--- src/rtl/amap_pkg.sv ---
package amap_pkg;

    // Identity of each 4K block in the lower half of the address space.
    typedef enum logic [2:0] {
        BLK_SAVE_LO = 3'd0,
        BLK_SAVE_HI = 3'd1,
        BLK_DISP    = 3'd2,
        BLK_DATTR   = 3'd3,
        BLK_ACQ     = 3'd4,
        BLK_SPLIT   = 3'd5,
        BLK_SPARE_A = 3'd6,
        BLK_SPARE_B = 3'd7
    } blk_id_e;

    localparam int unsigned BLK_SEL_W = 3;
    localparam int unsigned NUM_BLK   = 1 << BLK_SEL_W;

endpackage

--- src/rtl/amap_blk_dec.sv ---
module amap_blk_dec
    import amap_pkg::*;
#(
    parameter int unsigned ADDR_W = 16
) (
    input  logic [ADDR_W-1:0]  addr,
    input  logic               vma,
    output logic [NUM_BLK-1:0] blk_n
);

    localparam int unsigned TOP_BIT = ADDR_W - 1;
    localparam int unsigned SEL_LSB = TOP_BIT - BLK_SEL_W;

    logic                 dec_en;
    logic [BLK_SEL_W-1:0] blk_field;

    assign dec_en    = vma && !addr[TOP_BIT];
    assign blk_field = addr[SEL_LSB +: BLK_SEL_W];

    for (genvar i = 0; i < NUM_BLK; i++) begin : g_blk
        assign blk_n[i] = !(dec_en && (blk_field == BLK_SEL_W'(i)));
    end

endmodule

--- src/rtl/amap_sub_split.sv ---
module amap_sub_split (
    input  logic split_blk_n,
    input  logic half_bit,
    output logic lo_half_n,
    output logic hi_half_n
);

    assign lo_half_n = split_blk_n |  half_bit;
    assign hi_half_n = split_blk_n | ~half_bit;

endmodule

--- src/rtl/amap_buf_ctrl.sv ---
module amap_buf_ctrl (
    input  logic save_n,
    input  logic split_blk_n,
    input  logic wr,
    output logic buf_en_n,
    output logic buf_dir
);

    // Negative-logic OR: any low-true RAM region opens the buffer.
    assign buf_en_n = save_n & split_blk_n;
    assign buf_dir  = wr;

endmodule

--- src/rtl/amap_decoder.sv ---
module amap_decoder
    import amap_pkg::*;
#(
    parameter int unsigned ADDR_W = 16
) (
    input  logic [ADDR_W-1:0] addr,
    input  logic              vma,
    input  logic              wr,
    output logic              save_n,
    output logic              disp_n,
    output logic              dattr_n,
    output logic              acq_n,
    output logic              cmd_n,
    output logic              coef_n,
    output logic              buf_en_n,
    output logic              buf_dir
);

    localparam int unsigned HALF_BIT = ADDR_W - 1 - BLK_SEL_W - 1;

    logic [NUM_BLK-1:0] blk_n;

    amap_blk_dec #(.ADDR_W(ADDR_W)) u_blk_dec (
        .addr  (addr),
        .vma   (vma),
        .blk_n (blk_n)
    );

    // Two lowest blocks merge into one save-RAM select (low-true OR).
    assign save_n  = blk_n[BLK_SAVE_LO] & blk_n[BLK_SAVE_HI];
    assign disp_n  = blk_n[BLK_DISP];
    assign dattr_n = blk_n[BLK_DATTR];
    assign acq_n   = blk_n[BLK_ACQ];

    amap_sub_split u_split (
        .split_blk_n (blk_n[BLK_SPLIT]),
        .half_bit    (addr[HALF_BIT]),
        .lo_half_n   (cmd_n),
        .hi_half_n   (coef_n)
    );

    amap_buf_ctrl u_buf (
        .save_n      (save_n),
        .split_blk_n (blk_n[BLK_SPLIT]),
        .wr          (wr),
        .buf_en_n    (buf_en_n),
        .buf_dir     (buf_dir)
    );

endmodule

--- config.mk ---
export PLATFORM = sky130hd
export DESIGN_NAME = amap_decoder
export DESIGN_NICKNAME = d
export VERILOG_FILES = /design/src/rtl/amap_pkg.sv /design/src/rtl/amap_blk_dec.sv /design/src/rtl/amap_sub_split.sv /design/src/rtl/amap_buf_ctrl.sv /design/src/rtl/amap_decoder.sv
export SDC_FILE = /design/constraint.sdc
export NUM_CORES = 1
export LEC_CHECK = 0
export ABC_AREA = 1
export BUFFER_PORTS_ARGS = -buffer_cell sky130_fd_sc_hd__buf_4
export CAP_MARGIN = 20
export CORE_AREA = 2 2 39 41
export DETAILED_ROUTE_END_ITERATION = 8
export DIE_AREA = 0 0 41 43
export SETUP_SLACK_MARGIN = 0.15
export SLEW_MARGIN = 15
export SYNTH_ARGS = -nofsm -noshare
export SYNTH_HDL_FRONTEND = slang
export SYNTH_SLANG_ARGS = --single-unit
--- constraint.sdc ---
create_clock -name vclk -period 0.8
set_input_delay 0.16 -clock vclk [all_inputs]
set_output_delay 0.16 -clock vclk [all_outputs]
set_load 0.02 [all_outputs]
======== After elaboration in Yosys (flattened, before gate mapping) ========
Cells that the tools add are included.
cells by class
  reduce and logical (&&, ||, !) cells .... 15
  equality and inequality tests ........... 5
  bitwise logic cells ..................... 5
operators with widths
  kind                                                 number
  logical AND 1 bit                                    7
  zero test 1 bit                                      7
  equality test 3 x 2 -> 1 bit, second input constant  2
  equality test 3 bit, second input constant           2
  equality test 3 x 1 -> 1 bit, second input constant  1
  zero test 3 bit                                      1
  bitwise AND 1 bit                                    2
  bitwise OR 1 bit                                     2
  inverter 1 bit                                       1
word-level totals
  register bits ........................... 0
  logic and storage cells ................. 25
  output and inout port bits .............. 8

======== Longest topological paths before layout ========
  depth after elaboration ................. 6
  mapped depth ............................ 4

======== By module ========
A second synthesis with hierarchy kept.
unflattened totals
  cell total of the unflattened synthesis .. 27
  area, all modules ....................... 127.6 µm²
by module, submodules not included
  module          sequential area each (µm²)  instances  cells an instance  area each (µm²)
  amap_blk_dec    0.0                         1          18                 90.1
  amap_buf_ctrl   0.0                         1          3                  15.0
  amap_sub_split  0.0                         1          4                  15.0
  amap_decoder    0.0                         1          2                  7.5

======== Worst setup path after synthesis ========
OpenSTA, ideal clock, no wires.
  path type ............................... input-to-output
  start ................................... input port addr[14]
  end ..................................... output port buf_en_n
  setup slack ............................. 50 ps
  arrival time ............................ 590 ps
  stages .................................. 2
  cells stage by stage .................... inv_1 o211ai_1
on the way
  cells in the longest elaborated chain, start to end .. 5
  elaborated cells between the ends (all ways) .. 11
  those cells by class .................... 2 x eq/ne; 2 x bitwise; 7 x reduce/logical
RTL lines
  item                                                             line                 source
  start, declared                                                  amap_decoder.sv:6    input logic [ADDR_W-1:0] addr,
  equality test 3 x 1 -> 1 bit or zero test 3 bit (tied branches)  amap_blk_dec.sv:21   assign blk_n[i] = !(dec_en && (blk_field == BLK_SEL_W'(i)));
  logical AND 1 bit                                                amap_blk_dec.sv:21
  zero test 1 bit                                                  amap_blk_dec.sv:21
  bitwise AND 1 bit                                                amap_decoder.sv:30   assign save_n = blk_n[BLK_SAVE_LO] & blk_n[BLK_SAVE_HI];
  bitwise AND 1 bit *                                              amap_buf_ctrl.sv:10  assign buf_en_n = save_n & split_blk_n;
  end, declared                                                    amap_decoder.sv:15   output logic buf_en_n,
Mark *: on every way between the ends. The rest lies on a longest branch, timed or not.

======== Worst setup path after layout ========
  start ................................... input port addr[15]
  end ..................................... output port dattr_n
on the way
  cells in the longest elaborated chain, start to end .. 4
RTL lines
  item               line                source
  zero test 1 bit    amap_blk_dec.sv:17  assign dec_en = vma && !addr[TOP_BIT];
  logical AND 1 bit  amap_blk_dec.sv:17
  logical AND 1 bit  amap_blk_dec.sv:21
  zero test 1 bit    amap_blk_dec.sv:21
  end, declared      amap_decoder.sv:11  output logic dattr_n,
Every way passes these cells.

==> impl_results.html <==
<table>
<tr><th>Metric</th><th>Value</th></tr>
<tr><th colspan="2">Timing</th></tr>
<tr><td>Headroom to the max-slew limit</td><td>0.905</td></tr>
<tr><td>Setup repair after global routing missed its margin</td><td>true</td></tr>
<tr><td>Worst Setup Slack, final</td><td>-27.5 ps</td></tr>
<tr><td>Highest clock frequency the design can meet</td><td>1.21 GHz</td></tr>
<tr><td>Final sum of negative setup slack</td><td>-131 ps</td></tr>
<tr><td>Final Max Tran Viols</td><td>0</td></tr>
<tr><td>Min Tclk post-route</td><td>827 ps</td></tr>
<tr><td>Share of the clock period used by the worst path after layout</td><td>1.03</td></tr>
<tr><td>Final setup violating endpoints</td><td>6</td></tr>
<tr><td>Worst Max-Slew Pin Slew</td><td>142 ps</td></tr>
<tr><td>Count of endpoints failing hold in the final timing report</td><td>0</td></tr>
<tr><th colspan="2">Synth</th></tr>
<tr><td>Cell with the most instances after synthesis</td><td>inv_1</td></tr>
<tr><td>Netlist area before placement</td><td>95.1 µm²</td></tr>
<tr><td>Per-instance average area after synthesis</td><td>5.28 µm²</td></tr>
<tr><td>Seq/Total Area, Yosys</td><td>0</td></tr>
<tr><td>Share of the synthesized area in the top cell type</td><td>0.197</td></tr>
<tr><td>Post-synth cell types</td><td>9</td></tr>
<tr><td>Number of warnings issued by yosys</td><td>0</td></tr>
<tr><td>Synth cell count leaders</td><td>inv_1, nand2_1, nand4_1</td></tr>
<tr><td>Post-Syn Nets</td><td>36</td></tr>
<tr><td>Cells after Synth</td><td>18</td></tr>
<tr><td>Cell type with the largest total area after synthesis</td><td>inv_1</td></tr>
<tr><td>Leading cell types by total area after synthesis</td><td>inv_1, nand4_1, nand2_1</td></tr>
<tr><th colspan="2">Drt</th></tr>
<tr><td>Wirelength, routed</td><td>310 µm</td></tr>
<tr><td>Number of vias after detailed routing</td><td>152</td></tr>
<tr><td>Ratio of routed vias to standard cells</td><td>3.23</td></tr>
<tr><td>Detailed-route DRC error count</td><td>0</td></tr>
<tr><td>Routed length per instance</td><td>6.60 µm</td></tr>
<tr><td>Final ANT Viol Nets</td><td>0</td></tr>
<tr><td>Number of DRC violations after detailed-routing iteration 0</td><td>0</td></tr>
<tr><td>Detailed-router iteration count before antenna repair</td><td>1</td></tr>
<tr><th colspan="2">Final layout</th></tr>
<tr><td>Share of final-layout standard cells stronger than drive strength 1</td><td>0.774</td></tr>
<tr><td>Number of clock buffers in the layout</td><td>0</td></tr>
<tr><td>Finished layout cell area</td><td>292 µm²</td></tr>
<tr><td>Num sequential</td><td>0</td></tr>
<tr><td>Diode count</td><td>0</td></tr>
<tr><td>Reg area</td><td>0 µm²</td></tr>
<tr><td>Layout Cells excl Fill</td><td>47</td></tr>
<tr><td>Final net count</td><td>51</td></tr>
<tr><td>Layout Area Growth over Synthesis</td><td>207%</td></tr>
<tr><td>Finished Core Util</td><td>0.211</td></tr>
<tr><td>Fillcell total</td><td>154</td></tr>
<tr><th colspan="2">Floorplanning</th></tr>
<tr><td>Vertical extent of the die</td><td>43 µm</td></tr>
<tr><td>I/O pin total</td><td>26</td></tr>
<tr><td>Die Outline Area</td><td>1760 µm²</td></tr>
<tr><td>Width of the chip</td><td>41 µm</td></tr>
<tr><td>Initial cell density of the core</td><td>0.0687</td></tr>
<tr><td>Cell Rows</td><td>14</td></tr>
<tr><td>Area of the core</td><td>1380 µm²</td></tr>
<tr><th colspan="2">Power and ir drop</th></tr>
<tr><td>Post-layout power</td><td>116 µW</td></tr>
<tr><td>Power Density</td><td>397 nW/µm²</td></tr>
<tr><td>Maximum ir drop on the vdd rail</td><td>0.0551 mV</td></tr>
<tr><td>Leakage dissipation</td><td>0.126 nW</td></tr>
<tr><th colspan="2">GRT</th></tr>
<tr><td>Gr usage total</td><td>0.0350</td></tr>
<tr><td>Global route hottest layer</td><td>met2</td></tr>
<tr><td>Global routing met2 resource utilization</td><td>0.0625</td></tr>
<tr><td>Pin count of the biggest net entering global routing</td><td>6</td></tr>
<tr><td>Via count of the first global-routing pass</td><td>122</td></tr>
<tr><td>First-pass GRT wire length</td><td>483 µm</td></tr>
<tr><td>Total overflow reported by the global router</td><td>0</td></tr>
<tr><td>Global routing usage on met3</td><td>0</td></tr>
<tr><td>Met1 layer usage reported by global route</td><td>0.0475</td></tr>
<tr><td>Number of antenna violations at the first check in global routing</td><td>0</td></tr>
<tr><th colspan="2">Worst hold path</th></tr>
<tr><td>Worst hold path type</td><td>in -&gt; out</td></tr>
<tr><td>Hold path start</td><td>wr</td></tr>
<tr><td>Hold Crit Endpoint</td><td>buf_dir</td></tr>
<tr><td>Worst Hold Depth</td><td>0</td></tr>
<tr><th colspan="2">Place</th></tr>
<tr><td>Instance area after placement</td><td>248 µm²</td></tr>
<tr><td>GPL Wtd Cong</td><td>0.418</td></tr>
<tr><td>Number of cells in the design after placement</td><td>47</td></tr>
<tr><td>Number of buffers inserted by port buffering</td><td>13</td></tr>
<tr><td>DP Wirelength</td><td>278 µm</td></tr>
<tr><th colspan="2">Job</th></tr>
<tr><td>Max cap viols</td><td>0</td></tr>
<tr><th colspan="2">Critical path</th></tr>
<tr><td>WP data arrival</td><td>670 ps</td></tr>
<tr><td>Critical path capture point type</td><td>output pin</td></tr>
<tr><td>Critical path type</td><td>in -&gt; out</td></tr>
<tr><td>Required time at the worst-slack endpoint</td><td>640 ps</td></tr>
<tr><td>Worst-path maximum fanout</td><td>5</td></tr>
<tr><td>Critical Path Start Type</td><td>primary input</td></tr>
<tr><th colspan="2">Run status</th></tr>
<tr><td>Status</td><td>finished with violations</td></tr>
<tr><td>Failing checks</td><td>negative setup slack</td></tr>
</table>
==> kinds of logic after synthesis <==
group	synth area share
AO/OA/AOI/OAI	0.0790
buffers and inverters	0.316
AND/OR/NAND/NOR	0.605
==> worst max path at each step <==
stage | startpoint | to | slack [ps] | cells past startpoint
final | addr[15] | dattr_n | -30 | 4
after CTS | addr[15] | dattr_n | -40 | 4
after global placement | addr[15] | coef_n | -80 | 6
after floorplan | addr[14] | buf_en_n | 80 | 2
after global routing | addr[15] | cmd_n | -70 | 6
after detailed placement | addr[15] | coef_n | -90 | 6
==> area by class of cell <==
class                           instances  area [µm²]  share of cell area
Multi-Input combinational cell         11        87.6               0.300
Tap cell                               16        20.0              0.0687
Inverter                                6        45.0               0.155
Timing Repair Buffer                   14         139               0.476
==> repair_timing <==
action | in CTS | in global routing
setup buffers | 0 | 0
gates resized for setup | 10 | 2
pin swaps | 7 | 2
setup endpoints to repair | 7 | 7
hold buffers | 0 | 0
==> routing by layer <==
layer	routed length [µm]	vias up
met4	0	0
met5	0	-
li1	-	84
met2	149	8
met1	119	60
met3	40	0
==> cell usage in the layout, fill, tap and decap left out <==
cell type  count
inv_4          1
nand2_2        2
nand4_1        3
nand2_4        1
nand3_1        1
o211ai_1       1
buf_4          7
buf_8          2
inv_1          2
inv_8          1
nand3_2        1
nor2_4         2
inv_12         1
inv_2          1
buf_6          5
==> worst max-delay path, cell delays in order <==
cell,delay (ps)
buf_8,100
nor2_4,140
nand4_1,100
buf_4,170
==> where the power goes <==
part           total, mW  internal [mW]  switching (mW)
Sequential             0              0               0
Combinational      0.116         0.0587          0.0569
Clock                  0              0               0
==> through the flow <==
| stage | setup slack (ps) | hold slack, ps |
|---|---|---|
| 2_1_floorplan | 78.6 | 392 |
| 3_3_place_gp | -83.5 | 320 |
| 3_5_place_dp | -90.2 | 320 |
| 4_1_cts | -41.1 | 320 |
| 5_1_grt | -67.1 | 320 |
| 6_report | -27.5 | 320 |
(Power assumes the default switching activity.)
